==> src/rtl/pix7_ser_pkg.sv <==
package pix7_ser_pkg;

   // Source bit of the scrambled four-lane, seven-slot order.
   function automatic int scramble_src(input int lane, input int slot);
      int r;
      case (lane * 7 + slot)
         0:  r = 1;   1:  r = 0;   2:  r = 7;   3:  r = 6;
         4:  r = 4;   5:  r = 3;   6:  r = 2;
         7:  r = 9;   8:  r = 8;   9:  r = 18;  10: r = 15;
         11: r = 14;  12: r = 13;  13: r = 12;
         14: r = 20;  15: r = 19;  16: r = 26;  17: r = 25;
         18: r = 24;  19: r = 22;  20: r = 21;
         21: r = 5;   22: r = 27;  23: r = 23;  24: r = 17;
         25: r = 16;  26: r = 11;  27: r = 10;
         default: r = 0;
      endcase
      return r;
   endfunction

   // Source bit for either order variant.
   function automatic int lane_src(input bit scr, input int lane, input int slot,
                                   input int slots);
      return scr ? scramble_src(lane, slot) : lane * slots + slot;
   endfunction

endpackage

==> src/rtl/pix7_capture.sv <==
module pix7_capture #(
   parameter int WORD_W = 28
) (
   input  logic              clk,
   input  logic              shdn_n,
   input  logic              rise_sel,
   input  logic              strobe_i,
   input  logic [WORD_W-1:0] word_i,
   output logic [WORD_W-1:0] hold_o,
   output logic              have_o
);

   logic strobe_q;
   logic take;

   assign take = rise_sel ? (strobe_i & ~strobe_q) : (~strobe_i & strobe_q);

   always_ff @(posedge clk or negedge shdn_n) begin
      if (!shdn_n) begin
         strobe_q <= 1'b0;
         hold_o   <= '0;
         have_o   <= 1'b0;
      end else begin
         strobe_q <= strobe_i;
         if (take) begin
            hold_o <= word_i;
            have_o <= 1'b1;
         end
      end
   end

   // a selected strobe transition lands the word in the holding register
   assert_capture_word_R4: assert property (@(posedge clk) disable iff (!shdn_n)
      take |=> (hold_o == $past(word_i)));

   // an unselected transition leaves the held word alone
   assert_other_edge_ignored_R5: assert property (@(posedge clk) disable iff (!shdn_n)
      (!take && have_o) |=> $stable(hold_o));

endmodule

==> src/rtl/pix7_slot_timer.sv <==
module pix7_slot_timer #(
   parameter int SLOTS    = 7,
   parameter int CLK_HIGH = 4,
   localparam int SW      = (SLOTS > 1) ? $clog2(SLOTS) : 1
) (
   input  logic          clk,
   input  logic          shdn_n,
   output logic [SW-1:0] slot_o,
   output logic          load_o,
   output logic          clk_pat_o
);

   localparam logic [SW-1:0] LAST = SW'(SLOTS - 1);
   localparam logic [SW-1:0] HIGH = SW'(CLK_HIGH);

   always_ff @(posedge clk or negedge shdn_n) begin
      if (!shdn_n)             slot_o <= '0;
      else if (slot_o == LAST) slot_o <= '0;
      else                     slot_o <= slot_o + 1'b1;
   end

   assign load_o    = (slot_o == LAST);
   assign clk_pat_o = (slot_o < HIGH);

   // the counter stays within the slot range and wraps after the last slot
   assert_slot_range_R8: assert property (@(posedge clk) disable iff (!shdn_n)
      slot_o <= LAST);
   assert_slot_wrap_R8: assert property (@(posedge clk) disable iff (!shdn_n)
      (slot_o == LAST) |=> (slot_o == '0));

endmodule

==> src/rtl/pix7_lane_shift.sv <==
module pix7_lane_shift #(
   parameter int SLOTS    = 7,
   parameter int WORD_W   = 28,
   parameter int LANE     = 0,
   parameter bit SCRAMBLE = 1'b1
) (
   input  logic              clk,
   input  logic              shdn_n,
   input  logic              load_i,
   input  logic [WORD_W-1:0] word_i,
   output logic              ser_o
);

   logic [SLOTS-1:0] frame;
   logic [SLOTS-1:0] sh_q;

   for (genvar s = 0; s < SLOTS; s++) begin : g_slot
      localparam int SRC = pix7_ser_pkg::lane_src(SCRAMBLE, LANE, s, SLOTS);
      if (SRC >= WORD_W) begin : g_bad_src
         $error("lane source bit out of range");
      end
      assign frame[s] = word_i[SRC];
   end

   always_ff @(posedge clk or negedge shdn_n) begin
      if (!shdn_n)     sh_q <= '0;
      else if (load_i) sh_q <= frame;
      else             sh_q <= {1'b0, sh_q[SLOTS-1:1]};
   end

   assign ser_o = sh_q[0];

endmodule

==> src/rtl/pix7_serializer.sv <==
module pix7_serializer #(
   parameter int LANES    = 4,
   parameter int SLOTS    = 7,
   parameter int CLK_HIGH = 4,
   parameter bit SCRAMBLE = 1'b1,
   localparam int WORD_W  = LANES * SLOTS,
   localparam int SW      = (SLOTS > 1) ? $clog2(SLOTS) : 1
) (
   input  logic              clk,
   input  logic              shdn_n,
   input  logic              rise_sel,
   input  logic              pix_strobe,
   input  logic [WORD_W-1:0] pix_word,
   output logic [LANES-1:0]  lane_o,
   output logic              clk_lane_o,
   output logic              valid_o
);

   if (SLOTS < 2) begin : g_bad_slots
      $error("SLOTS must be at least 2");
   end
   if (CLK_HIGH < 1 || CLK_HIGH >= SLOTS) begin : g_bad_high
      $error("CLK_HIGH must lie between 1 and SLOTS-1");
   end
   if (SCRAMBLE && (LANES != 4 || SLOTS != 7)) begin : g_bad_scr
      $error("scrambled order needs 4 lanes of 7 slots");
   end

   logic [WORD_W-1:0] hold;
   logic              have;
   logic [SW-1:0]     slot;
   logic              load;
   logic              clk_pat;
   logic [LANES-1:0]  ser;
   logic              valid_q;

   pix7_capture #(.WORD_W(WORD_W)) u_cap (
      .clk(clk), .shdn_n(shdn_n), .rise_sel(rise_sel), .strobe_i(pix_strobe),
      .word_i(pix_word), .hold_o(hold), .have_o(have));

   pix7_slot_timer #(.SLOTS(SLOTS), .CLK_HIGH(CLK_HIGH)) u_tmr (
      .clk(clk), .shdn_n(shdn_n), .slot_o(slot), .load_o(load), .clk_pat_o(clk_pat));

   for (genvar l = 0; l < LANES; l++) begin : g_lane
      pix7_lane_shift #(.SLOTS(SLOTS), .WORD_W(WORD_W), .LANE(l), .SCRAMBLE(SCRAMBLE)) u_sh (
         .clk(clk), .shdn_n(shdn_n), .load_i(load), .word_i(hold), .ser_o(ser[l]));
   end

   always_ff @(posedge clk or negedge shdn_n) begin
      if (!shdn_n)          valid_q <= 1'b0;
      else if (load & have) valid_q <= 1'b1;
   end

   assign lane_o     = shdn_n ? ser : '0;
   assign clk_lane_o = shdn_n & clk_pat;
   assign valid_o    = valid_q;

   localparam int SRC00 = pix7_ser_pkg::lane_src(SCRAMBLE, 0, 0, SLOTS);

   // slot 0 of lane 0 carries the word held at the reload edge
   assert_lane0_slot0_R1: assert property (@(posedge clk) disable iff (!shdn_n)
      (slot == '0) |-> (lane_o[0] == $past(hold[SRC00])));

   // the clock lane rises only at slot 0
   assert_clk_rise_slot0_R3: assert property (@(posedge clk) disable iff (!shdn_n)
      $rose(clk_lane_o) |-> (slot == '0));

   // valid never drops without shutdown and rises only at slot 0
   assert_valid_sticky_R7: assert property (@(posedge clk) disable iff (!shdn_n)
      valid_o |=> valid_o);
   assert_valid_rise_slot0_R7: assert property (@(posedge clk) disable iff (!shdn_n)
      $rose(valid_o) |-> (slot == '0));

endmodule

==> config.mk <==
export PLATFORM = sky130hd
export DESIGN_NAME = pix7_serializer
export DESIGN_NICKNAME = d
export VERILOG_FILES = /design/src/rtl/pix7_ser_pkg.sv /design/src/rtl/pix7_capture.sv /design/src/rtl/pix7_slot_timer.sv /design/src/rtl/pix7_lane_shift.sv /design/src/rtl/pix7_serializer.sv
export SDC_FILE = /design/constraint.sdc
export NUM_CORES = 1
export LEC_CHECK = 0
export BUFFER_PORTS_ARGS = -buffer_cell sky130_fd_sc_hd__buf_4
export CAP_MARGIN = 20
export CORE_AREA = 2 2 92 103
export CTS_BUF_LIST = sky130_fd_sc_hd__clkbuf_8
export CTS_CLUSTER_SIZE = 24
export DETAILED_ROUTE_END_ITERATION = 8
export DIE_AREA = 0 0 94 105
export GPL_ROUTABILITY_DRIVEN = 1
export REMOVE_ABC_BUFFERS = 1
export SETUP_SLACK_MARGIN = 0.1
export SLEW_MARGIN = 10
export SYNTH_ARGS = -nofsm -noshare
export SYNTH_HDL_FRONTEND = slang
export SYNTH_SLANG_ARGS = --single-unit
export TNS_END_PERCENT = 10
==> constraint.sdc <==
create_clock -name clk -period 1.9 [get_ports clk]
set_clock_uncertainty 0.2 [all_clocks]
set_input_delay 0.19 -clock clk [delete_from_list [all_inputs] [get_ports clk]]
set_output_delay 0.19 -clock clk [all_outputs]
set_load 0.05 [all_outputs]
=== Word level (Yosys, flattened, before mapping) ===
Cells that the tools add are included.

* $add $sub $neg: 1
* Order comparisons: 1
* Equality and inequality tests: 1
* Multiplexer cells: 7
* Bitwise logic cells: 6

{| class="wikitable"
|+ Operator list
! kind !! count
|-
| $mux W7 || 4
|-
| $and A1 B1 Y1 || 4
|-
| $mux W4 || 1
|-
| $add A3 B1 Y3 const B || 1
|-
| $eq A3 B3 Y1 const B || 1
|-
| $lt A3 B3 Y1 const B || 1
|-
| $mux W3 || 1
|-
| $not A1 Y1 || 2
|-
| $mux W1 || 1
|}

* Bits in registers: 62
* Word-level logic and storage cells: 25

=== Longest topological paths before layout ===
Gate-level depths: netlist (run 1).

* Depth after elaboration: 3
* Depth in mapped cells: 6

=== Modules after synthesis ===
A second synthesis (run 1) with hierarchy kept.

* Cell total of the unflattened synthesis: 339
* Area, all modules: 3648.5 µm²

{| class="wikitable"
|+ By module, submodules not included
! module !! instances !! cells each !! area each (µm²) !! sequential area each (µm²)
|-
| pix7_capture || 1 || 261 || 2328.5 || 750.7
|-
| pix7_lane_shift || 4 || 15 || 284.0 || 175.2
|-
| pix7_slot_timer || 1 || 11 || 120.1 || 75.1
|-
| pix7_serializer || 1 || 7 || 63.8 || 25.0
|}

=== Worst setup path after synthesis (run 1) ===
OpenSTA, ideal clock, no wires.

* Path kind: reg-to-output
* Start: register u_tmr.slot_o[2]
* End: output port clk_lane_o
* Arrival: 1.114 ns
* Slack: 0.396 ns
* Cell stages (with the launch flop): 2
* Buffers on the path: 0
* Cell sequence: dfrtp_1 -> nor2b_1

* Word-level cells in the longest chain between the ends: 2

{| class="wikitable"
|+ Ends and longest elaborated chain
! what !! RTL line !! RTL
|-
| start: declaration || pix7_slot_timer.sv:8 || <nowiki>output logic [SW-1:0] slot_o,</nowiki>
|-
| start signal: assignment || pix7_slot_timer.sv:19 || <nowiki>else slot_o <= slot_o + 1'b1;</nowiki>
|-
| $lt A3 B3 Y1 || pix7_slot_timer.sv:23 || <nowiki>assign clk_pat_o = (slot_o < HIGH);</nowiki>
|-
| $and A1 B1 Y1 || pix7_serializer.sv:55 || <nowiki>assign clk_lane_o = shdn_n & clk_pat;</nowiki>
|-
| end: declaration || pix7_serializer.sv:15 || <nowiki>output logic clk_lane_o,</nowiki>
|}

Every way passes these cells.

=== Worst setup path in the final report (run 1) ===
* Start: input port pix_strobe
* End: register u_cap.hold_o[18]

* Word-level cells in the longest chain between the ends: 3
* Elaborated cells on any way between the ends: 4
* Classes of those cells: 1 x mux; 3 x bitwise

{| class="wikitable"
|+ Ends and longest elaborated chain
! what !! RTL line !! RTL
|-
| start: declaration || pix7_serializer.sv:12 || <nowiki>input logic pix_strobe,</nowiki>
|-
| $not A1 Y1 || pix7_capture.sv:16 || <nowiki>assign take = rise_sel ? (strobe_i & ~strobe_q) : (~strobe_i & strobe_q);</nowiki>
|-
| $and A1 B1 Y1 || pix7_capture.sv:16 ||
|-
| $mux W1 (*) || pix7_capture.sv:16 ||
|-
| end signal: assignment || pix7_capture.sv:26 || <nowiki>hold_o <= word_i;</nowiki>
|-
| end: declaration || pix7_capture.sv:9 || <nowiki>output logic [WORD_W-1:0] hold_o,</nowiki>
|}

Mark *: on every way between the ends. The rest lies on a longest branch, timed or not.
A chain may end at the register's enable or synchronous reset.

==> results.txt, run 1 <==
* Final weighted congestion in routability-driven placement: 0.703
- The share of the Yosys chip area taken by registers is 0.513.
- Of the total power, combinational logic draws 0.177.
* Kind of critical path: input pin to flip-flop
- Switching portion of total power: 0.266
- Counting along the longest clock path gives a buffer depth of 2.
- Library cells used by synthesis: 28
- The first detailed-routing pass ran for 4 iterations.
- Of all nets on the critical path, the largest fanout is 20.
- The root buffer cell chosen for the clock tree is clkbuf_8.
- For this design the total switching power over the nets is 0.954 mW.
* Length of routed met2 wiring: 3.25 mm
- TritonCTS built the clock tree.
- Main area contributors after synthesis: dfrtp_1, mux2_2, o32ai_1
- In this run the critical register-to-register path is captured at u_cap.hold_o[18].
- Summing all non-filler instances in the final layout gives an area of 0.00376 mm2.
* Cell taking the most area after synthesis: dfrtp_1
- Number of buffers inserted during clock tree synthesis: 9
- For hold timing, the worst endpoint is u_cap.hold_o[7].
- Largest stage delay on the critical path: 530 ps
* Die ar.: 0.00987 mm2
- Arithmetic-cell share of the synthesized area counting full adders, half adders and majority gates: 0
* Post-detailed-routing wire length: 6.93 mm
- Main combinational cell family by area after synthesis: compound AO/OA/AOI/OAI gates
- Portion of netlist area occupied by mux cells: 0.0964
* Largest vdd supply drop: 396 uV
* Reg2Reg Launch Point: u_cap.strobe_q
- Of the total synthesized cell area, the portion taken by AND, OR, NAND and NOR gates is 0.0678.
- Number of cells in the design after placement: 396
- Setup repair after global routing left no endpoint under its margin.
- The worst setup path is captured at a flip-flop.
* Crit start category: input pin
- For this design, the sink count on the clock tree is 62.
* DPL Wire Length: 4.22 mm
* Number of design rule violations left after detail routing: 0
* Required time at the worst-slack endpoint: 1930 ps
- Averaged over all synthesized cells, the footprint is 11.8 um2.
- Leaving out fill and tap cells, the most frequent cell in the layout is dfrtp_1.
- For the finished layout, the period the worst path requires is 1650 ps.
- Leakage power total: 1.49 nW
- Final global-route overflow total: 0
* Number of max-slew violations in the final report: 0
- Number of antenna violations at the first check in global routing: 0
- The final-report hold violation count came to 0.
* Total power per unit cell area: 954 mW/mm2
- Commonest cells after routing, fill and taps aside: dfrtp_1, buf_4, nor2_1
- Hold Path Class: input pin to flip-flop
- In the final layout, the share of cells above drive strength 1 is 0.353.
- The region available for standard cell placement spans 0.00878 mm2.
- The design draws 3.58 mW.
- Max H-tree Level: 3
- Area overhead of the layout relative to synthesis: 24.2%
- Number of setup buffers added after CTS: 0
- In the final routing, the length of wire on met1 measures 3.20 mm.
- GR Util All Layers: 0.149
- Post-Synth XOR/XNOR Area: 0
* Slew Limit Headroom: 0.637
- From left edge to right edge, the die measures 94 um.
- Clock latency on the worst-skew pair, taken at its later pin, is 330 ps.
- Via count of the first global-routing pass: 2189
- The detailed router finished its first iteration with 130 violations.
- In the final design database the tool counted 336 nets.
- Sequential fraction of design power: 0.470
- Netlist area before placement: 0.00303 mm2
- Arrival time at the worst endpoint: 1680 ps
- Summed over all nets, wire length on met3 after detailed routing comes to 337 um.
- The highest layer touched by signal routing is met4.
- Final-report setup violation count: 0
- Post-synthesis instance total: 256
* Internal power: 2.63 mW
- Routed via count divided by cell count: 5.41
* Wire length of the first global-routing pass: 11.5 mm
- Cells traversed along the worst timing path: dlygate4sd3_1 -> buf_4 -> or2_1 -> buf_6 -> o22ai_1 -> a211oi_1
* Worst-case register-to-register setup slack: 320 ps
* Critical Path Slowest Stage Cell: dlygate4sd3_1
- Of the total power, the clock network draws 0.353.
* FMAX: 0.606 GHz
- Die Span Y: 105 um
- Entering global routing, the biggest net connects 47 pins.
* Row count: 36
* Worst R2R Path Depth: 5
- Average wire per standard cell: 16.4 um
* Number of warnings issued by yosys: 0
- The repair_antennas step left the layout with diodes totalling 0.
* Number of maximum-capacitance constraint violations: 0
* IO Count: 38
* Clock transition at path regs: 70 ps
* Fin Setup TNS: 0 ps
* Residual antenna-violating net count after detailed routing: 0
* Starting density of the core: 0.344
- At the end of the flow the core is filled with cells to 0.428.
- In this run the cell area measured after placement is 0.00342 mm2.
- Post-route fraction of the period consumed by the critical path: 0.869
- Hold path startpoint: pix_word[7]
* Worst Tran Pin Value: 543 ps
* Synthesized flop and latch total: 62
- Synth Area in Compound Gates: 0.261
* Final Non-Filler Cells: 423
- Buffers on Ports: 37
- Top-area cell type share of the netlist area: 0.513
* Hold Path Cell Cnt: 3
* DR vias: 2289
- Status: finished clean
[cell families after synthesis]
| kind of cell | after synthesis |
|---|---|
| DFF | 62 |
| and+or+nand+nor | 44 |
| AOI/OAI and AO/OA | 93 |
| buffers and inverters | 31 |
| muxes | 26 |
[Yosys cell counts]
cell type / instances
dfrtp_1: 62
nand2_1: 3
clkbuf_1: 6
buf_4: 6
nand3b_1: 6
or2_1: 1
mux2_1: 1
o22ai_2: 8
buf_6: 5
nand2b_1: 1
a21o_1: 1
inv_2: 1
o221ai_1: 1
and2_1: 4
buf_2: 8
a211oi_1: 13
o311ai_0: 5
a211o_1: 5
a211oi_2: 10
mux2_2: 24
o22ai_1: 20
nor2_1: 28
a21oi_1: 6
nor2b_1: 1
inv_1: 5
o32ai_1: 23
o21bai_1: 1
mux2i_1: 1
[metrics by stage]
step                hold WS (ps)  worst slack, ps
floorplan                   -306             -457
global placement           -90.3              420
detailed placement         -82.5              349
CTS                         1.17              132
global route                4.08              151
finish                      7.42              249
[metal layers]
layer,GRT usage,vias up
li1,-,1088
met1,0.211,1128
met2,0.222,65
met3,0.0324,8
met4,0.0590,0
met5,0,-
[sequential cells by signal (all words and copies together) (netlist names)]
register          cells
u_cap.have_o          1
u_cap.strobe_q        1
u_tmr.slot_o          3
g_lane.u_sh.sh_q     28
valid_o               1
u_cap.hold_o         28
[worst max-delay path by stage]
stage,slack (ps),end,start,cells past startpoint
3_5_place_dp,350,u_cap.hold_o[6],u_cap.strobe_q,5
2_1_floorplan,-460,u_cap.hold_o[10],u_cap.strobe_q,3
5_1_grt,150,u_cap.hold_o[5],pix_strobe,6
4_1_cts,130,g_lane[3].u_sh.sh_q[4],shdn_n,3
6_report,250,u_cap.hold_o[18],pix_strobe,6
3_3_place_gp,420,u_cap.hold_o[20],u_cap.strobe_q,5
[worst max-delay path: cells and delay by family]
kind	cells	cell delay, ps
AO/OA/AOI/OAI	2	360
buffers and inverters	3	970
AND/OR/NAND/NOR	1	160
[final cells by class]
class	count	area (um2)
Clock buffer	10	138
Tap cell	114	143
Fill cell	820	5020
Sequential cell	62	1550
Multi-Input combinational cell	163	1290
Inverter	6	22.5
Timing Repair Buffer	62	539
Clock inverter	6	77.6
[what timing repair did]
item / in CTS / in global routing
gates resized for setup: 0 / 1
hold endpoints to repair: 69 / 2
setup endpoints to repair: 0 / 4
hold buffers: 8 / 2
[power by group through the flow]
stage                     Combinational (mW)  Sequential, mW  Clock, mW
after floorplan                        0.402            1.68          0
after global placement                 0.599            1.69          0
after detailed placement               0.618            1.71          0
after CTS                              0.636            1.68       1.29
after global routing                   0.703            1.72       1.36
final                                  0.635            1.68       1.27
No activity file was read; power rests on OpenSTA's default activity.
==> inputs of run 2 (changes only) <==
--- a/config.mk
+++ b/config.mk
@@ -7,11 +7,11 @@
 export LEC_CHECK = 0
 export BUFFER_PORTS_ARGS = -buffer_cell sky130_fd_sc_hd__buf_4
 export CAP_MARGIN = 20
-export CORE_AREA = 2 2 92 103
+export CORE_AREA = 2 2 82 91
 export CTS_BUF_LIST = sky130_fd_sc_hd__clkbuf_8
 export CTS_CLUSTER_SIZE = 24
 export DETAILED_ROUTE_END_ITERATION = 8
-export DIE_AREA = 0 0 94 105
+export DIE_AREA = 0 0 84 93
 export GPL_ROUTABILITY_DRIVEN = 1
 export REMOVE_ABC_BUFFERS = 1
 export SETUP_SLACK_MARGIN = 0.1
==> results.txt, run 2 (same netlist as run 1, synthesis figures left out) <==
- The detailed placer's ending HPWL is 3.99 mm (-5.3%).
- Die Span Y: 93 um (-11%)
- Row count: 32 (-11%)
- The total area of sequential cells was 0.00155 mm2 (unchanged).
- The number of buffers created by CTS is 9 (unchanged).
* Number of cells in the design after placement: 368 (-7.1%)
- Required time at the worst-slack endpoint: 1910 ps (-20 ps)
* Buffer depth of the longest clock path: 2 (unchanged)
* GR Util All Layers: 0.191 (+0.0415)
- STA classifies the critical path startpoint as an input pin.
- Status: finished clean
* Critical register-to-register path endpoint: u_cap.hold_o[0]
* Slew Limit Headroom: 0.339 (-0.298)
* Kind of critical path: input pin to flip-flop
- The highest achievable clock rate came to 0.609 GHz (+0.59%).
- The number of antenna violations at the first check in global routing was 0 (unchanged).
- Compared with the post-synthesis result, the final layout area differs by 25.6%.
- Leaving out fill and tap cells, the most frequent cells in the layout are dfrtp_1, buf_4, nor2_1.
- Nature of the critical path endpoint: flip-flop
- The number of max-cap violations was 0 (unchanged).
- The pin slew with the least headroom to its limit came to 992 ps (+449 ps).
* Hold path startpoint: pix_word[4]
- Via count of the first global-routing pass: 2323 (+6.1%)
- The wire length of the first global-routing pass was 11.7 mm (+1.7%).
* Die ar.: 0.00781 mm2 (-21%)
- In the final layout, the registers with the most flip-flops are g_lane.u_sh.sh_q x28, u_cap.hold_o x28, u_tmr.slot_o x3.
* IO Count: 38 (unchanged)
* Layout cells sized above 1: 0.346 (-0.00684)
- Count of antenna diodes in the layout: 0 (unchanged)
- Residual antenna-violating net count after detailed routing: 0 (unchanged)
* Clock transition at path regs: 70 ps (about the same)
- Combined area of the multi-input logic cells: 0.00129 mm2 (unchanged)
- Average wire per standard cell: 16.8 um (+2.4%)
- The register-to-register setup slack is 310 ps (about the same).
- Setup repair after global routing left no endpoint under its margin.
- The routed via count is 2347 (+2.5%).
* Number of setup buffers added after CTS: 0 (unchanged)
- Hold Path Cell Cnt: 3 (unchanged)
* Buffers on Ports: 37 (unchanged)
- Final critical-path setup slack: 259 ps (+9.64 ps)
- The power density over the cells came to 923 mW/mm2 (-3.3%).
* Post-route design area: 0.00380 mm2 (+1.1%)
- TritonCTS built the clock tree.
* Count of fill cells added during filler insertion: 623 (-24%)
- Endpoint of the worst hold-timing path: u_cap.hold_o[4]
- Hold Path Class: input pin to flip-flop
- The count of endpoints failing setup in the final report came to 0 (unchanged).
- The clock insertion delay at the later pin of the skew report is 350 ps (+20 ps).
- The standby leakage power came to 1.53 nW (+2.6%).
- Number of hold violations in the final report: 0 (unchanged)
* Most common library cell in the layout ignoring fill and taps: dfrtp_1
* Total Nets Final: 345 (+2.7%)
- The average via count per standard cell was 5.82 (+7.6%).
- The arrival time reported for the critical path endpoint came to 1660 ps (-20 ps).
* CTS sink count: 62 (unchanged)
- Core Footprint: 0.00693 mm2 (-21%)
- The total design power came to 3.51 mW (-2.2%).
* CTS root buf: clkbuf_8
* Final global-route overflow total: 0 (unchanged)
- Post-route fraction of the period consumed by the critical path: 0.864 (-0.00507)
- Period minus WS final: 1640 ps (-9.64 ps)
- The final weighted congestion in routability-driven placement came to 0.719 (+2.2%).
- The non-filler instance count after layout is 403 (-4.7%).
- Post-detailed-routing wire length: 6.76 mm (-2.5%)
* Starting density of the core: 0.437 (+0.0923)
- The placed instance area was 0.00341 mm2 (-0.47%).
- Largest vdd supply drop: 434 uV (+9.6%)
- The horizontal die dimension was 84 um (-11%).
- Worst R2R Path Depth: 5 (unchanged)
- In this run the critical register-to-register path is launched from u_cap.strobe_q.
- The pin count of the biggest net entering global routing was 30 (-36%).
- The detailed-routing iteration count for the pre-antenna-repair pass is 4 (unchanged).
- Biggest fanout along the worst timing path: 21 (+5.0%)
* Number of max-slew violations in the final report: 0 (unchanged)
- The detailed-route DRC error count is 0 (unchanged).
- Initial DRC Count: 129 (-0.77%)
- Post-place setup slack: 356 ps (+7.19 ps)
* Max H-tree Level: 3 (unchanged)
-- run 2: cell count changes in the layout (fill, tap and decap cells not counted), sizes merged --
cell	previous run	this run
bufinv	2	1
clkbuf	10	11
clkinv	2	3
dlygate4sd3	10	18
dlymetal6s4s	0	1
inv	8	7
-- run 2: layout make-up --
cell class	instances	area share
clock buffer	11	0.0398
clock inverter	5	0.0128
inverter	6	0.00592
multi-input combinational	163	0.339
sequential	62	0.408
tap	85	0.0280
timing repair buffer	71	0.167
-- run 2: how the worst max path moves through the flow --
stage,start,to,slack [ps],depth (start not counted)
CTS,shdn_n,u_cap.hold_o[23],140,3
global placement,u_cap.strobe_q,u_cap.hold_o[18],370,5
floorplan,u_cap.strobe_q,u_cap.hold_o[10],-460,3
global route,pix_strobe,u_cap.hold_o[18],160,6
finish,pix_strobe,u_cap.hold_o[16],260,6
detailed placement,u_cap.strobe_q,u_cap.hold_o[23],360,5
-- run 2: timing repair --
item	CTS	global route
endpoints found under the setup margin	0	42
gates resized for setup	0	1
hold endpoints to repair	80	0
hold buffers	19	0
-- run 2: critical path, cell delays in order --
cell and delay [ps]:
dlygate4sd3_1 530, buf_4 200, nand2b_1 90, buf_4 220, o32ai_1 330, a211oi_2 90
-- run 2: per-stage QoR --
stage | utilization | TNS [ps] | hold slack, ps
global route | 0.549 | 0 | 7.85
floorplan | - | -13600 | -306
global placement | 0.492 | 0 | -89.7
finish | 0.549 | 0 | 0.0900
CTS | 0.548 | 0 | 0.930
detailed placement | 0.492 | 0 | -85.2
-- run 2: report_power, final --
part           switching [mW]  internal [mW]  leakage [nW]
Sequential              0.146           1.54         0.690
Clock                   0.508          0.665         0.110
Combinational           0.304          0.344         0.731
-- run 2: routing by layer --
metal	global-route usage	vias up	part of all wire
met5	0	-	0
met4	0.0995	0	0.021
met3	0.0309	11	0.038
met2	0.294	53	0.47
met1	0.261	1171	0.47
li1	-	1112	-
